**src/rtl/csa7_pkg.sv**
```systemverilog
package csa7_pkg;
  localparam int unsigned NUM_OPS = 7;

  function automatic int unsigned res_width(input int unsigned op_w);
    return op_w + $clog2(NUM_OPS);
  endfunction
endpackage

```
**src/rtl/csa_cell.sv**
```systemverilog
module csa_cell (
  input  logic x_i,
  input  logic y_i,
  input  logic z_i,
  output logic s_o,
  output logic c_o
);
  logic [1:0] ones;

  always_comb begin
    s_o  = x_i ^ y_i ^ z_i;
    c_o  = (x_i & y_i) | (z_i & (x_i ^ y_i));
    ones = {1'b0, x_i} + {1'b0, y_i} + {1'b0, z_i};
    AST_CELL_COUNT: assert ({c_o, s_o} == ones) else $error("cell count mismatch");
  end
endmodule

```
**src/rtl/csa_row.sv**
```systemverilog
module csa_row #(
  parameter int unsigned W = 11
) (
  input  logic [W-1:0] x_i,
  input  logic [W-1:0] y_i,
  input  logic [W-1:0] z_i,
  output logic [W-1:0] sum_o,
  output logic [W-1:0] carry_o
);
  logic [W-1:0] c_raw;
  logic [W+1:0] in_total;
  logic [W+1:0] out_total;

  for (genvar b = 0; b < W; b++) begin : g_bit
    csa_cell u_cell (
      .x_i (x_i[b]),
      .y_i (y_i[b]),
      .z_i (z_i[b]),
      .s_o (sum_o[b]),
      .c_o (c_raw[b])
    );
  end

  // carry weighs one position more than the sum bit it came from
  assign carry_o = {c_raw[W-2:0], 1'b0};

  always_comb begin
    in_total  = {2'b0, x_i} + {2'b0, y_i} + {2'b0, z_i};
    out_total = {2'b0, sum_o} + {1'b0, c_raw, 1'b0};
    AST_ROW_CONSERVE: assert (out_total == in_total) else $error("row value changed");
    AST_NO_CARRY_LOSS: assert (c_raw[W-1] == 1'b0) else $error("carry shifted out");
  end
endmodule

```
**src/rtl/cpa_prefix.sv**
```systemverilog
module cpa_prefix #(
  parameter int unsigned W = 11
) (
  input  logic [W-1:0] a_i,
  input  logic [W-1:0] b_i,
  output logic [W-1:0] s_o
);
  logic [W-1:0] gen_b, prop_b;
  logic [W-1:0] g_cur, p_cur, g_nxt, p_nxt;
  logic [W-1:0] ref_sum;

  always_comb begin
    gen_b  = a_i & b_i;
    prop_b = a_i ^ b_i;
    g_cur  = gen_b;
    p_cur  = prop_b;
    for (int d = 1; d < int'(W); d = d * 2) begin
      g_nxt = g_cur;
      p_nxt = p_cur;
      for (int i = d; i < int'(W); i++) begin
        g_nxt[i] = g_cur[i] | (p_cur[i] & g_cur[i-d]);
        p_nxt[i] = p_cur[i] & p_cur[i-d];
      end
      g_cur = g_nxt;
      p_cur = p_nxt;
    end
    s_o[0] = prop_b[0];
    for (int i = 1; i < int'(W); i++) begin
      s_o[i] = prop_b[i] ^ g_cur[i-1];
    end
    ref_sum = a_i + b_i;
    AST_CPA_EXACT: assert (s_o == ref_sum) else $error("prefix adder mismatch");
  end
endmodule

```
**src/rtl/csa7_sum_tree.sv**
```systemverilog
module csa7_sum_tree
  import csa7_pkg::*;
#(
  parameter int unsigned OP_W = 8
) (
  input  logic [OP_W-1:0]               op0_i,
  input  logic [OP_W-1:0]               op1_i,
  input  logic [OP_W-1:0]               op2_i,
  input  logic [OP_W-1:0]               op3_i,
  input  logic [OP_W-1:0]               op4_i,
  input  logic [OP_W-1:0]               op5_i,
  input  logic [OP_W-1:0]               op6_i,
  output logic [res_width(OP_W)-1:0]    sum_o
);
  localparam int unsigned RES_W = res_width(OP_W);
  localparam int unsigned PAD_W = RES_W - OP_W;

  logic [RES_W-1:0] ext [NUM_OPS];
  logic [RES_W-1:0] s_l1a, c_l1a, s_l1b, c_l1b;
  logic [RES_W-1:0] s_l2, c_l2, s_l3, c_l3;
  logic [RES_W-1:0] s_fin, c_fin;
  logic [RES_W-1:0] ref_total;

  assign ext[0] = {{PAD_W{1'b0}}, op0_i};
  assign ext[1] = {{PAD_W{1'b0}}, op1_i};
  assign ext[2] = {{PAD_W{1'b0}}, op2_i};
  assign ext[3] = {{PAD_W{1'b0}}, op3_i};
  assign ext[4] = {{PAD_W{1'b0}}, op4_i};
  assign ext[5] = {{PAD_W{1'b0}}, op5_i};
  assign ext[6] = {{PAD_W{1'b0}}, op6_i};

  // level 1: two independent rows
  csa_row #(.W(RES_W)) u_row_l1a (
    .x_i(ext[0]), .y_i(ext[1]), .z_i(ext[2]), .sum_o(s_l1a), .carry_o(c_l1a));
  csa_row #(.W(RES_W)) u_row_l1b (
    .x_i(ext[3]), .y_i(ext[4]), .z_i(ext[5]), .sum_o(s_l1b), .carry_o(c_l1b));

  // level 2: fold four vectors plus operand 6
  csa_row #(.W(RES_W)) u_row_l2 (
    .x_i(s_l1a), .y_i(c_l1a), .z_i(s_l1b), .sum_o(s_l2), .carry_o(c_l2));
  csa_row #(.W(RES_W)) u_row_l3 (
    .x_i(c_l1b), .y_i(ext[6]), .z_i(s_l2), .sum_o(s_l3), .carry_o(c_l3));

  // final row leaves two vectors
  csa_row #(.W(RES_W)) u_row_fin (
    .x_i(c_l2), .y_i(s_l3), .z_i(c_l3), .sum_o(s_fin), .carry_o(c_fin));

  cpa_prefix #(.W(RES_W)) u_cpa (
    .a_i(s_fin), .b_i(c_fin), .s_o(sum_o));

  always_comb begin
    ref_total = '0;
    for (int k = 0; k < int'(NUM_OPS); k++) begin
      ref_total = ref_total + ext[k];
    end
    AST_TOTAL_EXACT: assert (sum_o == ref_total) else $error("tree total mismatch");
  end
endmodule

```
**config.mk**
```make
export PLATFORM = sky130hd
export DESIGN_NAME = csa7_sum_tree
export DESIGN_NICKNAME = d
export VERILOG_FILES = /design/src/rtl/csa7_pkg.sv /design/src/rtl/csa_cell.sv /design/src/rtl/csa_row.sv /design/src/rtl/cpa_prefix.sv /design/src/rtl/csa7_sum_tree.sv
export SDC_FILE = /design/constraint.sdc
export NUM_CORES = 1
export LEC_CHECK = 0
export ABC_AREA = 0
export BUFFER_PORTS_ARGS = -buffer_cell sky130_fd_sc_hd__buf_4
export CORE_MARGIN = 2
export CORE_UTILIZATION = 40
export DETAILED_ROUTE_END_ITERATION = 6
export PLACE_DENSITY = 0.78
export SYNTH_ARGS = -nofsm -noshare
export SYNTH_HDL_FRONTEND = slang
export SYNTH_SLANG_ARGS = --single-unit
```
**constraint.sdc**
```tcl
create_clock -name vclk -period 12.5
set_input_delay 3.125 -clock vclk [all_inputs]
set_output_delay 3.125 -clock vclk [all_outputs]
set_load 0.05 [all_outputs]
```
==> results.py <==
metrics = {
    "cells_and_area": {
        "antennaDiodeCount": 0,
        "seq_area_um2": 0,
        "drive_above_1_share": 0.325,
        "clkbuf_count": 0,
        "area_growth_pct": 39.5,
        "layout.nets": 320,
        "seq_cell_count": 0,
        "design_area_um2": 1930,
    },
    "logic_synthesis": {
        "synth_common_cells": "inv_1, fa_1, ha_1",
        "synth_top_area_frac": 0.566,
        "synth_area_um2": 1380,
        "yosysUniqueCellTypes": 22,
        "synthTopCellsByArea": "fa_1, inv_1, ha_1, a21oi_1, nor2b_1",
        "yosysMostFrequentCell": "inv_1",
        "synth_seq_area_share": 0,
        "synth_top_area_cell": "fa_1",
        "syn_avg_cell_area_um2": 9.39,
        "syn_nets": 253,
        "synth.yosys.warnings": 0,
        "synthCells": 147,
    },
    "timing": {
        "fin_tns_setup_ns": 0,
        "max_freq_mhz": 101,
        "worst_pin_slew_ns": 0.241,
        "hold_viol_final": 0,
        "setup_ws_ns": 2.62,
        "rsz0062_at_grt": "no",
        "min_period_ns": 9.88,
        "setup_viol": 0,
        "maxSlewViolCount": 0,
        "fin_crit_sh": 0.791,
        "slew_headroom": 0.839,
    },
    "detailed_routing": {
        "wl_per_cell_um": 8.88,
        "drc_errors": 0,
        "wirelength_um": 2290,
        "drtIter0Drc": 4,
        "via_per_inst": 4.26,
        "dr.pass1.iters": 3,
        "dr_total_vias": 1100,
        "antenna_left": 0,
    },
    "worst_setup_path": {
        "setup.worst_path.class": "input pin to output port",
        "path_buf_inv": 4,
        "path_max_fanout": 2,
        "max_stage_delay_ns": 0.56,
        "crit_chain": "buf_4 > fa_1 > fa_1 > inv_1 > fa_1 > fa_1 > inv_1 > ha_1 > fa_1 > a21oi_1 > o211a_1 > xnor2_1 > buf_4",
        "path_common_cell": "fa_1",
        "critPathSlowestCell": "fa_1",
        "arrival_ns": 6.76,
        "cp.depth": 13,
        "crit_path_end_kind": "output port",
        "cp_top_family": "adder cells",
        "worstSetupStartpointType": "input pin",
        "cp.required_ns": 9.38,
    },
    "floorplanning": {
        "coreArea_um2": 3340,
        "die_area_um2": 3940,
        "dieHeight_um": 62.7,
        "initial_core_util": 0.414,
        "die_w_um": 62.7,
        "ios": 67,
        "core.rowCount": 21,
    },
    "grt": {
        "grt_max_degree": 7,
        "antenna_found_initial": 0,
        "grtUsageTotal": 0.139,
        "gr-total-overflow": 0,
        "grt_pass1_wl_um": 4650,
        "first_global_vias": 1245,
    },
    "worst_hold_path": {
        "hold_depth": 3,
        "min_to": "sum_o[0]",
        "hp-class": "input pin to output port",
        "hp-start": "op6_i[0]",
    },
    "run": {
        "drv_cap": 0,
    },
    "placement": {
        "dpl.hpwl_um": 2330,
        "gp_congestion": 0.625,
        "place_ws_ns": 2.62,
        "numPortBuffers": 67,
        "postPlaceCellArea_um2": 1930,
    },
    "clocking": {
        "hold_buffers": 0,
        "postCtsSetupRepairBufs": 0,
        "post_cts_resized": 0,
    },
    "outcome": {
        "status": "finished, final reports clean",
    },
}
how the worst max path moves through the flow:
stage	start	endpoint	slack (ns)
floorplan	op0_i[2]	sum_o[6]	2.57
global placement	op0_i[2]	sum_o[8]	2.66
detailed placement	op0_i[2]	sum_o[8]	2.62
CTS	op0_i[2]	sum_o[8]	2.59
global route	op0_i[2]	sum_o[8]	2.46
finish	op0_i[2]	sum_o[8]	2.62
cell usage in the layout (no fill, tap or decap):
cell      count
buf_4        67
o211ai_1      1
nor3b_1       1
nor2b_1       3
xnor2_1       2
ha_1         11
inv_1        63
nand2_1       4
fa_1         39
nor3_1        3
a21oi_2       1
mux2i_1       1
a21oi_1       5
nand3_2       1
a21boi_0      1
o211a_1       1
xor2_1        2
o21bai_1      1
o21ai_1       1
nand3_1       2
a221oi_1      1
nand4b_1      1
cell type report:
class / count / area [um2]
tap: 46 / 57.6
timing repair buffer: 67 / 503
inverter: 63 / 236
fill: 290 / 1410
multi-input combinational: 82 / 1130
routing by layer:
| metal | wire length [um] | vias up | part of all wire | track usage |
|---|---|---|---|---|
| li1 | - | 544 | - | - |
| met1 | 830 | 515 | 0.36 | 0.160 |
| met2 | 1310 | 41 | 0.57 | 0.293 |
| met3 | 154 | 0 | 0.067 | 0.00721 |
| met4 | 0 | 0 | 0 | 0 |
| met5 | 0 | - | 0 | 0 |
metrics by stage:
stage	util	hold slack [ns]	instances
global route	0.577	6.65	258
CTS	0.577	6.63	258
detailed placement	0.577	6.63	258
global placement	0.577	6.63	258
finish	0.577	6.63	258
floorplan	-	6.54	147
logic make-up (layout without fill, tap and decap cells):
family,Yosys count,count (layout),synth area share
adders and majority gates,50,50,0.665
and+or+nand+nor,15,15,0.0616
xor gates and xnor gates,4,4,0.0254
buffers and inverters,65,130,0.182
muxes,1,1,0.00725
AOI/OAI and AO/OA,12,12,0.0580
Power is left out: the tool's default activity adds up to more than one toggle a clock period on the data nets, which glitch-free logic cannot reach.
